===== src/rtl/pmc_pkg.sv =====
package pmc_pkg;
  typedef enum logic [1:0] {
    M_STBY  = 2'b00,
    M_SLEEP = 2'b01,
    M_OTEMP = 2'b10,
    M_NORM  = 2'b11
  } pmc_mode_e;

  typedef enum logic [1:0] {
    X_OFF  = 2'b00,
    X_LOWP = 2'b01,
    X_ACT  = 2'b10,
    X_HIZ  = 2'b11
  } pmc_xcvr_e;

  localparam int NUM_WAKE = 3;
endpackage


===== src/rtl/pmc_sleep_guard.sv =====
module pmc_sleep_guard #(
  parameter int NW = 3
) (
  input  logic          irq_pend,
  input  logic          wake_pend,
  input  logic [NW-1:0] wake_en,
  output logic          sleep_ok
);
  always_comb sleep_ok = !irq_pend && !wake_pend && (|wake_en);
endmodule


===== src/rtl/pmc_rst_timer.sv =====
module pmc_rst_timer #(
  parameter int SHORT_CYC = 8,
  parameter int LONG_CYC  = 24,
  localparam int MAXC = (LONG_CYC > SHORT_CYC) ? LONG_CYC : SHORT_CYC,
  localparam int CW   = $clog2(MAXC + 1)
) (
  input  logic clk,
  input  logic rst,
  input  logic load_short,
  input  logic load_long,
  output logic pulse_next
);
  logic [CW-1:0] cnt_q, cnt_d;

  always_comb begin
    if (load_long)        cnt_d = CW'(LONG_CYC);
    else if (load_short)  cnt_d = CW'(SHORT_CYC);
    else if (cnt_q != '0) cnt_d = cnt_q - 1'b1;
    else                  cnt_d = '0;
    pulse_next = (cnt_d != '0);
  end

  always_ff @(posedge clk) begin
    if (rst) cnt_q <= '0;
    else     cnt_q <= cnt_d;
  end

  assert_pulse_countdown_R4: assert property (@(posedge clk) disable iff (rst)
    (cnt_q != '0 && !load_short && !load_long) |=> (cnt_q == $past(cnt_q) - 1'b1));
endmodule


===== src/rtl/pmc_out_stage.sv =====
module pmc_out_stage
  import pmc_pkg::*;
(
  input  logic      clk,
  input  logic      rst,
  input  pmc_mode_e nxt_mode,
  input  logic      can_cfg,
  input  logic      lin_cfg,
  input  logic      pulse_next,
  output logic      v1_en,
  output logic      v2_en,
  output logic [1:0] can_mode,
  output logic [1:0] lin_mode,
  output logic      wd_en,
  output logic      rst_n
);
  function automatic pmc_xcvr_e xcvr_code(pmc_mode_e m, logic cfg);
    case (m)
      M_NORM:  return X_ACT;
      M_SLEEP: return cfg ? X_LOWP : X_OFF;
      M_OTEMP: return X_HIZ;
      default: return X_LOWP;
    endcase
  endfunction

  always_ff @(posedge clk) begin
    if (rst) begin
      v1_en    <= 1'b1;
      v2_en    <= 1'b0;
      can_mode <= X_LOWP;
      lin_mode <= X_LOWP;
      wd_en    <= 1'b1;
      rst_n    <= 1'b1;
    end else begin
      v1_en    <= (nxt_mode == M_STBY) || (nxt_mode == M_NORM);
      v2_en    <= (nxt_mode == M_NORM);
      can_mode <= xcvr_code(nxt_mode, can_cfg);
      lin_mode <= xcvr_code(nxt_mode, lin_cfg);
      wd_en    <= (nxt_mode == M_STBY) || (nxt_mode == M_NORM);
      rst_n    <= !((nxt_mode == M_SLEEP) || (nxt_mode == M_OTEMP) || pulse_next);
    end
  end
endmodule


===== src/rtl/pwr_mode_ctrl.sv =====
module pwr_mode_ctrl
  import pmc_pkg::*;
#(
  parameter int SHORT_RST_CYC = 8,
  parameter int LONG_RST_CYC  = 24
) (
  input  logic       clk,
  input  logic       rst,
  input  logic       mc_wr,
  input  logic [1:0] mc_wdata,
  input  logic       irq_pend,
  input  logic       wake_pend,
  input  logic [2:0] wake_en,
  input  logic [2:0] wake_evt,
  input  logic       can_stby_cfg,
  input  logic       lin_stby_cfg,
  input  logic       otp_hot,
  input  logic       otp_cool,
  input  logic       long_rst,
  input  logic       limp_clr,
  output logic [1:0] mode,
  output logic [1:0] mc_field,
  output logic       v1_en,
  output logic       v2_en,
  output logic [1:0] can_mode,
  output logic [1:0] lin_mode,
  output logic       wd_en,
  output logic       rst_n,
  output logic       limp
);
  pmc_mode_e  mode_q, mode_d;
  logic [1:0] mc_q, mc_d;
  logic       limp_q, limp_d;
  logic       sleep_ok, ld_short, ld_long, pulse_next;
  logic       awake;

  pmc_sleep_guard #(.NW(NUM_WAKE)) guard_i (
    .irq_pend (irq_pend),
    .wake_pend(wake_pend),
    .wake_en  (wake_en),
    .sleep_ok (sleep_ok)
  );

  assign awake = |(wake_evt & wake_en);

  always_comb begin
    mode_d   = mode_q;
    mc_d     = mc_q;
    ld_short = 1'b0;
    ld_long  = 1'b0;
    case (mode_q)
      M_STBY, M_NORM: begin
        if (otp_hot) begin
          mode_d = M_OTEMP;
        end else if (mc_wr) begin
          case (mc_wdata)
            2'b00: begin mode_d = M_STBY; mc_d = 2'b00; end
            2'b11: begin mode_d = M_NORM; mc_d = 2'b11; end
            2'b01: begin
              if (sleep_ok) begin mode_d = M_SLEEP; mc_d = 2'b01; end
              else          ld_short = 1'b1;
            end
            default: ;
          endcase
        end
      end
      M_SLEEP: begin
        if (awake) begin
          mode_d   = M_STBY;
          mc_d     = 2'b00;
          ld_long  = long_rst;
          ld_short = !long_rst;
        end
      end
      default: begin
        if (otp_cool) begin
          mode_d   = M_STBY;
          mc_d     = 2'b00;
          ld_long  = long_rst;
          ld_short = !long_rst;
        end
      end
    endcase
    if (mode_d == M_OTEMP)  limp_d = 1'b1;
    else if (limp_clr)      limp_d = 1'b0;
    else                    limp_d = limp_q;
  end

  always_ff @(posedge clk) begin
    if (rst) begin
      mode_q <= M_STBY;
      mc_q   <= 2'b00;
      limp_q <= 1'b0;
    end else begin
      mode_q <= mode_d;
      mc_q   <= mc_d;
      limp_q <= limp_d;
    end
  end

  pmc_rst_timer #(.SHORT_CYC(SHORT_RST_CYC), .LONG_CYC(LONG_RST_CYC)) timer_i (
    .clk       (clk),
    .rst       (rst),
    .load_short(ld_short),
    .load_long (ld_long),
    .pulse_next(pulse_next)
  );

  pmc_out_stage out_i (
    .clk       (clk),
    .rst       (rst),
    .nxt_mode  (mode_d),
    .can_cfg   (can_stby_cfg),
    .lin_cfg   (lin_stby_cfg),
    .pulse_next(pulse_next),
    .v1_en     (v1_en),
    .v2_en     (v2_en),
    .can_mode  (can_mode),
    .lin_mode  (lin_mode),
    .wd_en     (wd_en),
    .rst_n     (rst_n)
  );

  assign mode     = mode_q;
  assign mc_field = mc_q;
  assign limp     = limp_q;

  assert_sleep_rails_off_R3: assert property (@(posedge clk) disable iff (rst)
    (mode_q == M_SLEEP) |-> (!v1_en && !v2_en && !wd_en && !rst_n));

  assert_refused_stays_R4: assert property (@(posedge clk) disable iff (rst)
    ((mode_q == M_STBY || mode_q == M_NORM) && mc_wr && mc_wdata == 2'b01 &&
     !sleep_ok && !otp_hot) |=> (mode_q == $past(mode_q) && !rst_n));

  assert_wake_to_standby_R6: assert property (@(posedge clk) disable iff (rst)
    (mode_q == M_SLEEP && awake) |=> (mode_q == M_STBY && mc_q == 2'b00 && v1_en));

  assert_otemp_safe_R7: assert property (@(posedge clk) disable iff (rst)
    (mode_q == M_OTEMP) |-> (limp_q && !rst_n && !v1_en && !v2_en));

  assert_otemp_exit_R8: assert property (@(posedge clk) disable iff (rst)
    (mode_q == M_OTEMP && !otp_cool) |=> (mode_q == M_OTEMP));
endmodule


===== config.mk =====
export PLATFORM = sky130hd
export DESIGN_NAME = pwr_mode_ctrl
export DESIGN_NICKNAME = d
export VERILOG_FILES = /design/src/rtl/pmc_pkg.sv /design/src/rtl/pmc_sleep_guard.sv /design/src/rtl/pmc_rst_timer.sv /design/src/rtl/pmc_out_stage.sv /design/src/rtl/pwr_mode_ctrl.sv
export SDC_FILE = /design/constraint.sdc
export NUM_CORES = 1
export LEC_CHECK = 0
export ABC_AREA = 1
export BUFFER_PORTS_ARGS = -buffer_cell sky130_fd_sc_hd__buf_2
export CAP_MARGIN = 10
export CORE_MARGIN = 2
export CORE_UTILIZATION = 45
export DETAILED_ROUTE_END_ITERATION = 10
export PLACE_DENSITY = 0.72
export SYNTH_ARGS = -nofsm -noshare
export SYNTH_HDL_FRONTEND = slang
export SYNTH_SLANG_ARGS = --single-unit
export TNS_END_PERCENT = 5

===== constraint.sdc =====
create_clock -name clk -period 2.14 [get_ports clk]
set_input_delay 0.321 -clock clk [delete_from_list [all_inputs] [get_ports clk]]
set_output_delay 0.321 -clock clk [all_outputs]
set_load 0.03 [all_outputs]

-- Yosys cells after proc, flatten, opt, wreduce, memory -nomap -nowiden
Cells that the tools add are included.
- word-level logic and storage cells: 76
- register bits: 17
- bits in latches: 0
- output and inout bits: 13
- memory bits (read-only): 0
- bits in writable memories: 0
- memories kept: 0
- div/mod/pow operators: 0
- muxes and demuxes: 33
- reduce and logical (&&, ||, !) cells: 20
- shift-type cells: 0
- $mul: 0
- equality and inequality tests: 12
- bitwise gates (word level): 1
- magnitude comparators: 0
- add/subtract/negate cells: 1
- operators with widths (cell ; number):
    2-bit case mux with 3 select lines ; 4
    2-bit two-way mux ; 10
    5-bit two-way mux ; 3
    1-bit two-way mux ; 12
    5-bit nonzero test ; 2
    2-bit equality test (second input constant) ; 4
    2-bit case mux with 2 select lines ; 2
    2-bit by 1-bit equality test with 1-bit output (second input constant) ; 3
    2-bit zero test ; 3
    2-bit inequality test (second input constant) ; 3
    6-bit AND reduction ; 1
    3-bit OR reduction ; 2
    5-bit by 1-bit subtractor with 5-bit output (second input constant) ; 1
    1-bit zero test ; 4
    4-bit by 1-bit inequality test with 1-bit output (second input constant) ; 1
    1-bit case mux with 2 select lines ; 2
    3-bit AND ; 1
    1-bit logical OR ; 3
    3-bit by 2-bit inequality test with 1-bit output (second input constant) ; 1
    3-bit nonzero test ; 1
    1-bit logical AND ; 2
    2-bit nonzero test ; 1
    2-bit OR reduction ; 1

-- Longest topological paths before layout
- word-level depth: 13
- mapped depth: 19
- depth with buffers taken out: 19

-- Cells and area by module
A second synthesis with hierarchy kept.
- cells, all modules: 156
- area, all modules: 1071.0 sq um
- by module, submodules not included (module ; area each (sq um) ; times used ; cells an instance):
    pwr_mode_ctrl ; 516.7 ; 1 ; 80
    pmc_rst_timer ; 269.0 ; 1 ; 43
    pmc_out_stage ; 255.2 ; 1 ; 27
    pmc_sleep_guard ; 30.0 ; 1 ; 6

-- Worst setup path before layout
No wires, ideal clock.
- path kind: reg2reg
- start: reg mode_q[0] (netlist: mode[0])
- end: reg out_i.rst_n
- slack: 0.076 ns
- clock period less this slack: 2.064 ns
- data arrival time: 2.000 ns
- required time: 2.076 ns
- cell stages (with the launch flop): 17
- setup time: 0.064 ns
- path through: dfxtp_1 inv_1 ha_1 nand2_1 a21oi_1 o21ai_0 nand2_1 nand2_2 inv_1 ha_1 inv_1 nand2_1 nor2_1 nand2_1 nand2_1 nand2_1 nor2_1
- longest elaborated chain between the ends: 9
- elaborated cells between the ends (all ways): 21
- RTL lines (what ; line ; source):
    start, declared ; pwr_mode_ctrl.sv:31 ; pmc_mode_e mode_q, mode_d;
    start signal, assigned ; pwr_mode_ctrl.sv:95 ; mode_q <= mode_d;
    2-bit two-way mux ; pwr_mode_ctrl.sv:60 ; if (sleep_ok) begin mode_d = M_SLEEP; mc_d = 2'b01; end
    2-bit case mux with 3 select lines ; pwr_mode_ctrl.sv:56 ; case (mc_wdata)
    2-bit two-way mux ; pwr_mode_ctrl.sv:55 ; end else if (mc_wr) begin
    2-bit two-way mux ; pwr_mode_ctrl.sv:53 ; if (otp_hot) begin
    2-bit case mux with 2 select lines * ; pwr_mode_ctrl.sv:51 ; case (mode_q)
    net mode_d[0] ; pwr_mode_ctrl.sv:31 ;
    2-bit by 1-bit equality test with 1-bit output / 2-bit equality test (equally long branches) ; pmc_out_stage.sv:40 ; rst_n <= !((nxt_mode == M_SLEEP) || (nxt_mode == M_OTEMP) || pulse_next);
    1-bit logical OR * (2 in series) ; pmc_out_stage.sv:40 ;
    1-bit zero test * ; pmc_out_stage.sv:40 ;
    end signal, assigned ; pmc_out_stage.sv:40 ;
    end, declared ; pmc_out_stage.sv:15 ; output logic rst_n
The timed path passes the listed nets; every way through them passes the cells marked *.
A chain may end at the register's enable or synchronous reset.

-- Worst setup path after layout
- start: reg mode_q[1] (netlist: mode[1])
- end: reg out_i.rst_n
- elaborated cells between the ends (all ways): 21
- RTL lines (what ; line):
    2-bit equality test / 2-bit zero test (equally long branches) ; pwr_mode_ctrl.sv:51
    2-bit OR reduction ; pwr_mode_ctrl.sv:51
    2-bit case mux with 2 select lines * ; pwr_mode_ctrl.sv:51
    net mode_d[0] ; pwr_mode_ctrl.sv:31
    2-bit by 1-bit equality test with 1-bit output / 2-bit equality test (equally long branches) ; pmc_out_stage.sv:40
    1-bit logical OR * (2 in series) ; pmc_out_stage.sv:40
    1-bit zero test * ; pmc_out_stage.sv:40
Marks and branches as above.

==> metrics.md <==
| Metric | Value |
|---|---|
| Largest net degree at the start of global routing | `14` |
| Post-synthesis compound-gate area fraction | `9.223%` |
| Non-Filler Instances | `213` |
| DRT Pass-1 Iters | `4` |
| RePlAce Congestion | `0.8132` |
| Warnings from Yosys | `0` |
| GR Util met3 | `4.310%` |
| Detailed-route DRC error count | `0` |
| Number of max-cap violations | `0` |
| Worst hold slack | `270.7 ps` |
| Row cnt | `17` |
| Initial antenna violation count | `0` |
| Cts bufs inserted | `3` |
| Met2 Usage GRT | `32.70%` |
| Multiplexer share of the synthesized area | `0%` |
| Pleak | `0.7019 nW` |
| Pre-CTS setup slack | `38.26 ps` |
| CP endpoint | `out_i.rst_n$_SDFF_PP1_` |
| P&R area growth vs syn | `21.24%` |
| Final setup margin | `178.4 ps` |
| Netlist cell types | `24` |
| Setup Skew | `2.208 ps` |
| Crit share post-route | `91.66%` |
| Largest family of logic cells by synthesized area | `simple AND/OR/NAND/NOR gates` |
| Ys async rst share | `0%` |
| GR peak layer | `met2` |
| Syn avg cell area | `6.828 µm²` |
| CTS max path bufs | `2` |
| I/O pins | `32` |
| Routed vias/inst | `4.779` |
| Endpoints failing setup | `0` |
| Post-Synthesis Cell Area | `1031 µm²` |
| Critical path endpoint category | `flop` |
| Worst skew pair latency | `280 ps` |
| Full die area | `2690 µm²` |
| Crit path kind | `flop to flop` |
| Cell count along the critical path | `18` |
| Finished Core Util | `57.05%` |
| Peak Freq | `509.8 MHz` |
| Routed WL | `2093 µm` |
| Share of cells above drive strength 1 | `25.95%` |
| Tot GR Track Use | `17.94%` |
| Core area | `2191 µm²` |
| Met1 usage | `20.97%` |
| PortBufs | `31` |
| Crit path largest cell delay | `380 ps` |
| CP top delay family | `simple AND/OR/NAND/NOR gates` |
| GRT overflow | `0` |
| CTS root buffer | `clkbuf_4` |
| Die height | `51.87 µm` |
| Worst VDD drop | `0.9053 mV` |
| Diode count | `0` |
| Initial Util | `47.06%` |
| R2r endpoint | `out_i.rst_n$_SDFF_PP1_` |
| Reg2reg start | `mode[1]$_SDFF_PP0_` |
| Net count after synthesis | `181` |
| DRT antenna net count | `0` |
| CP Buf/Inv Count | `5` |
| Synth Register Bits | `16` |
| Clk sinks | `16` |
| DRT iter0 DRCs | `16` |
| Clk slew on worst S/H paths | `80 ps` |
| Status | `finished, final reports clean` |
| Layout net count | `217` |
| CTS Hold Buffers Added | `0` |
| Adder-Cell Fraction of Synth Area | `13.35%` |
| Syn Inst Count | `151` |
| Worst setup SP type | `flop` |
| Area share of xor/xnor cells in the synthesized design | `0.8495%` |
| HP Start | `lin_stby_cfg` |
| Slew Limit Fails | `0` |
| Number of synthesized flops with an enable pin | `0` |
| Seq/Total Area, Yosys | `31.07%` |
| CP cell instances | `inv_1, ha_1, inv_1, a21oi_2, nand2_2, inv_1, a21oi_1, nand2_1, nand2_2, inv_1, ha_2, inv_1, nand2_1, nor2_1, nand2_1, nand2_1, nand2_1, nor2_1` |
| Final hold vios | `0` |
| Worst EP required | `2360 ps` |
| Avg WL per Cell | `9.826 µm` |
| Unrepaired setup endpoints after global routing | `no` |
| Worst-margin pin slew | `503.2 ps` |
| PwrDens | `1344 nW/µm²` |
| Number of H-tree levels | `1` |
| Dpl cells | `207` |
| Max-slew headroom | `66.10%` |
| CP Launch Point | `mode[1]$_SDFF_PP0_` |
| Min-Delay Path Class | `input pin to flop` |
| Reg2reg setup slack | `180 ps` |
| Post-Synth Simple-Gate Area | `31.67%` |
| Critical path arrival | `2190 ps` |
| Slowest cell on crit path | `dfxtp_4` |
| Hold Path Cell Cnt | `3` |
| Crit path time final | `1962 ps` |
| Vias in the first global route | `918` |
| CTS tree | `done` |
| First-pass GRT wire length | `3657 µm` |
| Final HPWL DP | `1740 µm` |
| Crit Path Max Fanout | `5` |
| Most used DFF post-synth | `dfxtp_1` |
| Die W | `51.87 µm` |
| Reg2Reg Depth | `18` |
| Vias | `1,018` |
| Post-route setup TNS | `0 ps` |
[synth_stat cells, types with 2 or more instances]
library cell	count	area (µm²)
o21ai_0	4	20.02
a21oi_1	9	45.04
nand3b_1	2	15.01
inv_1	30	112.6
nor4_1	2	12.51
nand4_1	2	12.51
dfxtp_1	16	320.3
nand2_1	34	127.6
ha_1	11	137.6
nor2_1	16	60.06
nand2_2	3	18.77
nand3_1	9	45.04
buf_4	2	15.01
[worst min-delay path, cell delays in order]
cell and delay, ps:
buf_2 80, nand2_1 40, nand4_1 80
[metrics by stage]
step                      power (mW)  cell area, µm²
after CTS                      1.628            1217
after detailed placement       1.475            1195
final                          1.680            1250
after floorplan                1.256            1031
after global routing           1.860            1250
after global placement         1.441            1195
[power breakdown]
group | leakage (nW) | switching [mW] | internal [mW]
Combinational | 0.555 | 0.680 | 0.391
Clock | 0.0138 | 0.0859 | 0.0653
Sequential | 0.133 | 0.0517 | 0.406
[cell families (layout without fill, tap and decap cells)]
family / count (synthesis) / count (layout)
simple gates: 72 / 72
flops: 16 / 16
xor+xnor: 1 / 1
fa+ha+maj: 11 / 11
compound gates: 17 / 17
buf+inv: 34 / 68
[state kept, by name, indices dropped and copies added (netlist names)]
signal / cells
timer_i.cnt_q: 5
limp: 1
mode: 2
out_i.rst_n: 1
out_i.v2_en: 1
mc_field: 2
out_i.lin_mode: 2
out_i.can_mode: 1
out_i.v1_en: 1
[cell usage in the layout, fill, tap and decap left out]
cell type	instances
o21a_1	1
dfxtp_1	14
nor2_2	1
inv_1	30
clkbuf_4	3
buf_2	31
ha_2	1
nor4_1	2
nor2_1	16
buf_4	3
nand2_2	4
o21ai_0	4
nand3_4	1
a21oi_2	1
nand4_1	2
nor3_1	1
or2_1	1
nand3b_1	2
xnor2_1	1
o2111ai_1	1
inv_2	1
o21ai_1	1
nand3_1	9
a21oi_1	9
dfxtp_2	1
nand2_1	33
dfxtp_4	1
ha_1	10
[how the worst min path moves through the flow]
stage | slack (ps) | to
detailed placement | 420 | timer_i.cnt_q[0]$_SDFF_PP0_
finish | 270 | out_i.lin_mode[0]$_SDFF_PP1_
global placement | 410 | timer_i.cnt_q[0]$_SDFF_PP0_
floorplan | 400 | timer_i.cnt_q[0]$_SDFF_PP0_
global route | 260 | out_i.can_mode[0]$_SDFF_PP1_
CTS | 270 | out_i.lin_mode[0]$_SDFF_PP1_
[what timing repair did]
action                     CTS  global route
setup endpoints to repair    0             1
resized for setup            0             5
setup buffers                0             3
[routing by layer]
layer  share of wire [%]  wire length, µm
met3                 4.4               93
met2                  52             1090
met4                0.19                4
met5                   0                0
met1                  43              904
[cell type report]
cell class | count | area [µm²]
tap | 28 | 35.03
clock buffer | 3 | 22.52
multi-input combinational | 101 | 573.1
sequential | 16 | 325.3
fill | 212 | 940.9
inverter | 31 | 116.4
timing repair buffer | 34 | 177.7
Note: power is estimated with default switching activity, not from simulation.
